===== config.mk =====
export PLATFORM = sky130hd
export DESIGN_NAME = sysclk_src_sel
export DESIGN_NICKNAME = d
export VERILOG_FILES = /design/src/rtl/sysclk_sel_pkg.sv /design/src/rtl/ssel_rdy_sync.sv /design/src/rtl/ssel_en_guard.sv /design/src/rtl/ssel_switch.sv /design/src/rtl/ssel_rdy_irq.sv /design/src/rtl/sysclk_src_sel.sv
export SDC_FILE = /design/constraint.sdc
export NUM_CORES = 1
export LEC_CHECK = 0
export ABC_AREA = 1
export BUFFER_PORTS_ARGS = -buffer_cell sky130_fd_sc_hd__buf_2
export CAP_MARGIN = 25
export CORE_MARGIN = 3
export CORE_UTILIZATION = 50
export CTS_CLUSTER_SIZE = 8
export DETAILED_ROUTE_END_ITERATION = 12
export PLACE_DENSITY = 0.79
export SLEW_MARGIN = 20
export SYNTH_ARGS = -nofsm -noshare
export SYNTH_HDL_FRONTEND = slang
export SYNTH_HIERARCHICAL = 1
export SYNTH_SLANG_ARGS = --single-unit

===== constraint.sdc =====
create_clock -name clk -period 2.24 [get_ports clk]
set_clock_uncertainty 0.2 [all_clocks]
set_input_delay 0.448 -clock clk [delete_from_list [all_inputs] [get_ports clk]]
set_output_delay 0.448 -clock clk [all_outputs]
set_load 0.01 [all_outputs]

===== src/rtl/sysclk_sel_pkg.sv =====
package sysclk_sel_pkg;
   localparam int SRC_RC  = 0;
   localparam int SRC_XO  = 1;
   localparam int SRC_PLL = 2;
endpackage


===== src/rtl/ssel_rdy_sync.sv =====
module ssel_rdy_sync #(
   parameter int NUM_SRC = 3,
   parameter int STAGES  = 2
) (
   input  logic               clk,
   input  logic               rst_n,
   input  logic [NUM_SRC-1:0] d_in,
   output logic [NUM_SRC-1:0] d_out
);
   if (STAGES == 0) begin : g_pass
      assign d_out = d_in;
   end else begin : g_chain
      logic [STAGES-1:0][NUM_SRC-1:0] chain_q;
      always_ff @(posedge clk) begin
         if (!rst_n) begin
            chain_q <= '0;
         end else begin
            chain_q[0] <= d_in;
            for (int s = 1; s < STAGES; s++) begin
               chain_q[s] <= chain_q[s-1];
            end
         end
      end
      assign d_out = chain_q[STAGES-1];
   end
endmodule


===== src/rtl/ssel_en_guard.sv =====
module ssel_en_guard #(
   parameter int NUM_SRC = 3,
   parameter int RST_IDX = 0
) (
   input  logic               clk,
   input  logic               rst_n,
   input  logic               en_wr,
   input  logic [NUM_SRC-1:0] en_wdata,
   input  logic [NUM_SRC-1:0] in_use,
   output logic [NUM_SRC-1:0] en_q
);
   localparam logic [NUM_SRC-1:0] RST_MASK = NUM_SRC'(1) << RST_IDX;

   always_ff @(posedge clk) begin
      if (!rst_n) begin
         en_q <= RST_MASK;
      end else if (en_wr) begin
         en_q <= en_wdata | in_use;
      end
   end
endmodule


===== src/rtl/ssel_switch.sv =====
module ssel_switch #(
   parameter int NUM_SRC = 3,
   parameter int SEL_W   = 2,
   parameter int RST_IDX = 0
) (
   input  logic               clk,
   input  logic               rst_n,
   input  logic               sel_wr,
   input  logic [SEL_W-1:0]   sel_wdata,
   input  logic [NUM_SRC-1:0] rdy,
   output logic [SEL_W-1:0]   req_q,
   output logic [SEL_W-1:0]   cur_q,
   output logic [SEL_W-1:0]   next_req,
   output logic               do_switch
);
   logic wr_valid;

   assign wr_valid  = sel_wr && (int'(sel_wdata) < NUM_SRC);
   assign next_req  = wr_valid ? sel_wdata : req_q;
   assign do_switch = (next_req != cur_q) && rdy[next_req];

   always_ff @(posedge clk) begin
      if (!rst_n) begin
         req_q <= SEL_W'(RST_IDX);
         cur_q <= SEL_W'(RST_IDX);
      end else begin
         req_q <= next_req;
         if (do_switch) begin
            cur_q <= next_req;
         end
      end
   end
endmodule


===== src/rtl/ssel_rdy_irq.sv =====
module ssel_rdy_irq #(
   parameter int NUM_SRC = 3
) (
   input  logic               clk,
   input  logic               rst_n,
   input  logic [NUM_SRC-1:0] rdy,
   input  logic [NUM_SRC-1:0] irq_en,
   input  logic [NUM_SRC-1:0] irq_clr,
   output logic [NUM_SRC-1:0] flag_q
);
   logic [NUM_SRC-1:0] rdy_prev_q;
   logic [NUM_SRC-1:0] rise;

   assign rise = rdy & ~rdy_prev_q;

   always_ff @(posedge clk) begin
      if (!rst_n) begin
         rdy_prev_q <= '0;
         flag_q     <= '0;
      end else begin
         rdy_prev_q <= rdy;
         flag_q     <= (flag_q & ~irq_clr) | (rise & irq_en);
      end
   end
endmodule


===== src/rtl/sysclk_src_sel.sv =====
module sysclk_src_sel #(
   parameter int NUM_SRC     = 3,
   parameter int SEL_W       = 2,
   parameter int RDY_SYNC    = 2,
   parameter int PLL_IDX     = sysclk_sel_pkg::SRC_PLL,
   parameter int PLL_REF_IDX = sysclk_sel_pkg::SRC_XO
) (
   input  logic               clk,
   input  logic               rst_n,
   input  logic               en_wr,
   input  logic [NUM_SRC-1:0] en_wdata,
   input  logic [NUM_SRC-1:0] osc_rdy_in,
   input  logic               sel_wr,
   input  logic [SEL_W-1:0]   sel_wdata,
   input  logic [NUM_SRC-1:0] irq_en,
   input  logic [NUM_SRC-1:0] irq_clr,
   output logic [NUM_SRC-1:0] src_en,
   output logic [NUM_SRC-1:0] src_rdy,
   output logic [SEL_W-1:0]   sel_req,
   output logic [SEL_W-1:0]   sel_cur,
   output logic [NUM_SRC-1:0] irq_flag,
   output logic               irq
);
   localparam int RST_IDX = sysclk_sel_pkg::SRC_RC;

   if (NUM_SRC >= (2 ** SEL_W)) begin : g_bad_width
      $error("SEL_W too narrow for NUM_SRC plus a reserved code");
   end
   if (PLL_IDX >= NUM_SRC || PLL_REF_IDX >= NUM_SRC || PLL_IDX == PLL_REF_IDX) begin : g_bad_pll
      $error("PLL index or its reference index out of range");
   end
   if (RDY_SYNC < 0 || RDY_SYNC > 4) begin : g_bad_sync
      $error("RDY_SYNC must be 0 to 4");
   end

   logic [NUM_SRC-1:0] rdy_sync;
   logic [NUM_SRC-1:0] in_use;
   logic [SEL_W-1:0]   next_req;
   logic               do_switch;

   ssel_rdy_sync #(.NUM_SRC(NUM_SRC), .STAGES(RDY_SYNC)) u_sync (
      .clk   (clk),
      .rst_n (rst_n),
      .d_in  (osc_rdy_in),
      .d_out (rdy_sync)
   );

   assign src_rdy = rdy_sync & src_en;

   ssel_switch #(.NUM_SRC(NUM_SRC), .SEL_W(SEL_W), .RST_IDX(RST_IDX)) u_switch (
      .clk       (clk),
      .rst_n     (rst_n),
      .sel_wr    (sel_wr),
      .sel_wdata (sel_wdata),
      .rdy       (src_rdy),
      .req_q     (sel_req),
      .cur_q     (sel_cur),
      .next_req  (next_req),
      .do_switch (do_switch)
   );

   always_comb begin
      in_use = '0;
      for (int i = 0; i < NUM_SRC; i++) begin
         if (sel_cur == SEL_W'(i) || (do_switch && next_req == SEL_W'(i))) begin
            in_use[i] = 1'b1;
         end
      end
      if (in_use[PLL_IDX]) begin
         in_use[PLL_REF_IDX] = 1'b1;
      end
   end

   ssel_en_guard #(.NUM_SRC(NUM_SRC), .RST_IDX(RST_IDX)) u_guard (
      .clk      (clk),
      .rst_n    (rst_n),
      .en_wr    (en_wr),
      .en_wdata (en_wdata),
      .in_use   (in_use),
      .en_q     (src_en)
   );

   ssel_rdy_irq #(.NUM_SRC(NUM_SRC)) u_irq (
      .clk     (clk),
      .rst_n   (rst_n),
      .rdy     (src_rdy),
      .irq_en  (irq_en),
      .irq_clr (irq_clr),
      .flag_q  (irq_flag)
   );

   assign irq = |irq_flag;
endmodule


==> impl_metrics.yaml <==
final_layout:
  drive_gt1_share_pct: 29.11
  fin_nets: 177
  n_antenna_cell: 0
  post-route-cell-area_um2: 1054
  syn2layout_area_growth_pct: 20.46
clock_network:
  cts_tree: "done"
  clock_sinks: 19
  cts_buffer_depth: 2
  ctsHoldBuffers: 0
  h-tree-depth: 1
  ctsResizeCount: 0
  clk_pin_slew_ps: 100
  clock_latency_ps: 290
  cts_buffers: 3
  root_buffer: "clkbuf_4"
  post_cts_buffers: 0
logic_synthesis:
  synthCells: 126
  syn_area_um2: 874.6
  synth_area_leaders: "dfxtp_1 43%, inv_1 14%, nand2_1 13%, nand3_1 4.0%, nor2_1 3.9%"
  synth_fp_nets: 144
  syn-mean-instance-area_um2: 6.941
  synthArstFlopShare_pct: 0
  synth_common_cells: "33 x inv_1, 30 x nand2_1, 19 x dfxtp_1, 9 x nor2_1, 7 x nand3_1"
  ys_seq_area_share_pct: 43.49
  yosysTopAreaCellShare_pct: 43.49
  synth.ff_latch_count: 19
  synth_cell_types: 21
  yosysMostFrequentCell: "inv_1"
  synth_edf_count: 0
  synth_warnings: 6
  synth_top_area_cell: "dfxtp_1"
  synth-main-ff-cell: "dfxtp_1"
drt:
  drtPass1Iterations: 4
  post_drt_via_cell_ratio: 4.575
  routed_wl_um: 1678
  vias: 796
  drc: 0
  wire_per_inst_um: 9.644
  antenna_left: 0
  drt_iter0_drc: 9
placed_design:
  gp_congestion: 0.8360
  dp_hpwl_um: 1358
  placed_area_um2: 1027
  port_buffers: 31
  place_ws_ps: 388.2
run_status:
  status: "complete, no violations"
grt:
  global_route.usage.total_pct: 16.06
  grt_pass1_vias: 694
  antenna_found_initial: 0
  grt_first_pass_wirelength_um: 2594
  grt.overflow.total: 0
  grt_max_degree: 19
worst_setup_path:
  r2r_end: "u_guard/en_q[1]"
  cp.required_ps: 1590
  crit_arrival_ps: 1110
  worstPathMaxFanout: 3
  reg2reg_from: "u_switch/cur_q[1]"
  critical_path_class: "flop to output port"
  ff2ff_path_depth: 12
  crit_path_end_kind: "output port"
  cp-start-kind: "flop"
  r2r_slack_ps: 590
sta:
  setup_slack_ps: 480.0
  finalSetupViolCount: 0
  slew_viol_final: 0
  tns_ps: 0
  relSlewSlack_pct: 80.00
  hold_viol: 0
  worst_slew_pin_slew_ps: 300.0
  fin_crit_sh_pct: 78.57
  fmax_mhz: 568.2
  period_needed_ps: 1760
  rsz0062_at_grt: "false"
die:
  row_count: 14
  fp.dieH_um: 47.83
  pin_count: 32
  start_util_pct: 55.48
  die-area_um2: 2287
  die_width_um: 47.83
  coreArea_um2: 1577
pwr:
  total_leakage_power_uw: 0.0006384
  p_total_uw: 612.7
  worst_ir_drop_vdd_v: 0.0004523
  p_per_area_nw_per_um2: 581.6
min_path:
  worst_hold_path.num_cells: 3
  min_to: "u_sync/g_chain.chain_q[0]"
  hp-class: "input port to flop"
  min_from: "osc_rdy_in[0]"
job:
  max_cap_violations: 0
==> per-stage QoR <==
stage                     instances  hold WS (ps)  utilization [%]
after global placement          170         193.3            65.16
after detailed placement        170         205.0            65.16
final                           174         134.6            66.83
after global routing            174         126.4            66.83
after floorplan                 126         190.0                -
after CTS                       174         124.6            66.83
==> worst max path at each step <==
stage	from	endpoint	slack [ps]
after floorplan	sel_wdata[0]	u_guard/en_q[1]	600
after global placement	sel_wr	u_guard/en_q[1]	450
after detailed placement	sel_wr	u_guard/en_q[1]	390
after CTS	u_irq/flag_q[1]	irq	470
after global routing	u_switch/cur_q[0]	u_guard/en_q[1]	320
final	u_irq/flag_q[1]	irq	480
==> layout make-up <==
type | instances | area [um^2]
multi-input cells | 69 | 340.3
clock buffers | 4 | 26.28
inverters | 35 | 131.4
well taps | 16 | 20.02
repair buffers | 31 | 155.1
fillers | 142 | 523.0
flip-flops and latches | 19 | 380.4
==> routing by layer <==
layer  up-vias  GRT usage (%)  wire length (um)
met5         -              0                 0
met4         0          4.301                 4
met3         2          5.639               107
met2        23          28.50               834
met1       341          18.08               733
li1        430              -                 -
==> cell families after synthesis <==
group                  after synthesis  share of synthesized area, %
AOI/OAI and AO/OA                   11                         7.725
and+or+nand+nor                     58                         31.19
DFF                                 19                         43.49
buffers and inverters               38                         17.60
==> sequential cells by signal, summed over array words and instances, names as in the netlist <==
register	cells
u_switch/cur_q	2
u_irq/rdy_prev_q	3
u_sync/g_chain.chain_q	3
u_guard/en_q	3
u_irq/flag_q	3
u_switch/req_q	2
u_sync/d_out	3
==> critical path, stage by stage, from the launching register on <==
cell and delay (ps):
dfxtp_1 330, or3_1 360, buf_2 140
==> placed cells by master, fill, tap and decap left out <==
master / count
o21ai_0: 5
inv_1: 33
nand3_1: 7
a21boi_2: 1
nor2_1: 9
o21ai_1: 2
o21a_1: 1
or3_1: 1
nor2_2: 2
nor2_4: 1
nand3b_1: 2
nand4_1: 1
nand2_1: 30
clkbuf_1: 1
nand2_4: 1
inv_2: 2
a21oi_1: 1
clkbuf_4: 3
nand2_2: 3
dfxtp_1: 19
buf_2: 31
nand3_2: 1
o21ai_2: 1
==> power by group <==
part	total [uW]	switching (uW)	internal, uW
Sequential	359	8.09	351
Clock	164	94.6	69.2
Combinational	89.7	52.6	37.1
Total	613	155	457
(Power assumes the default switching activity.)
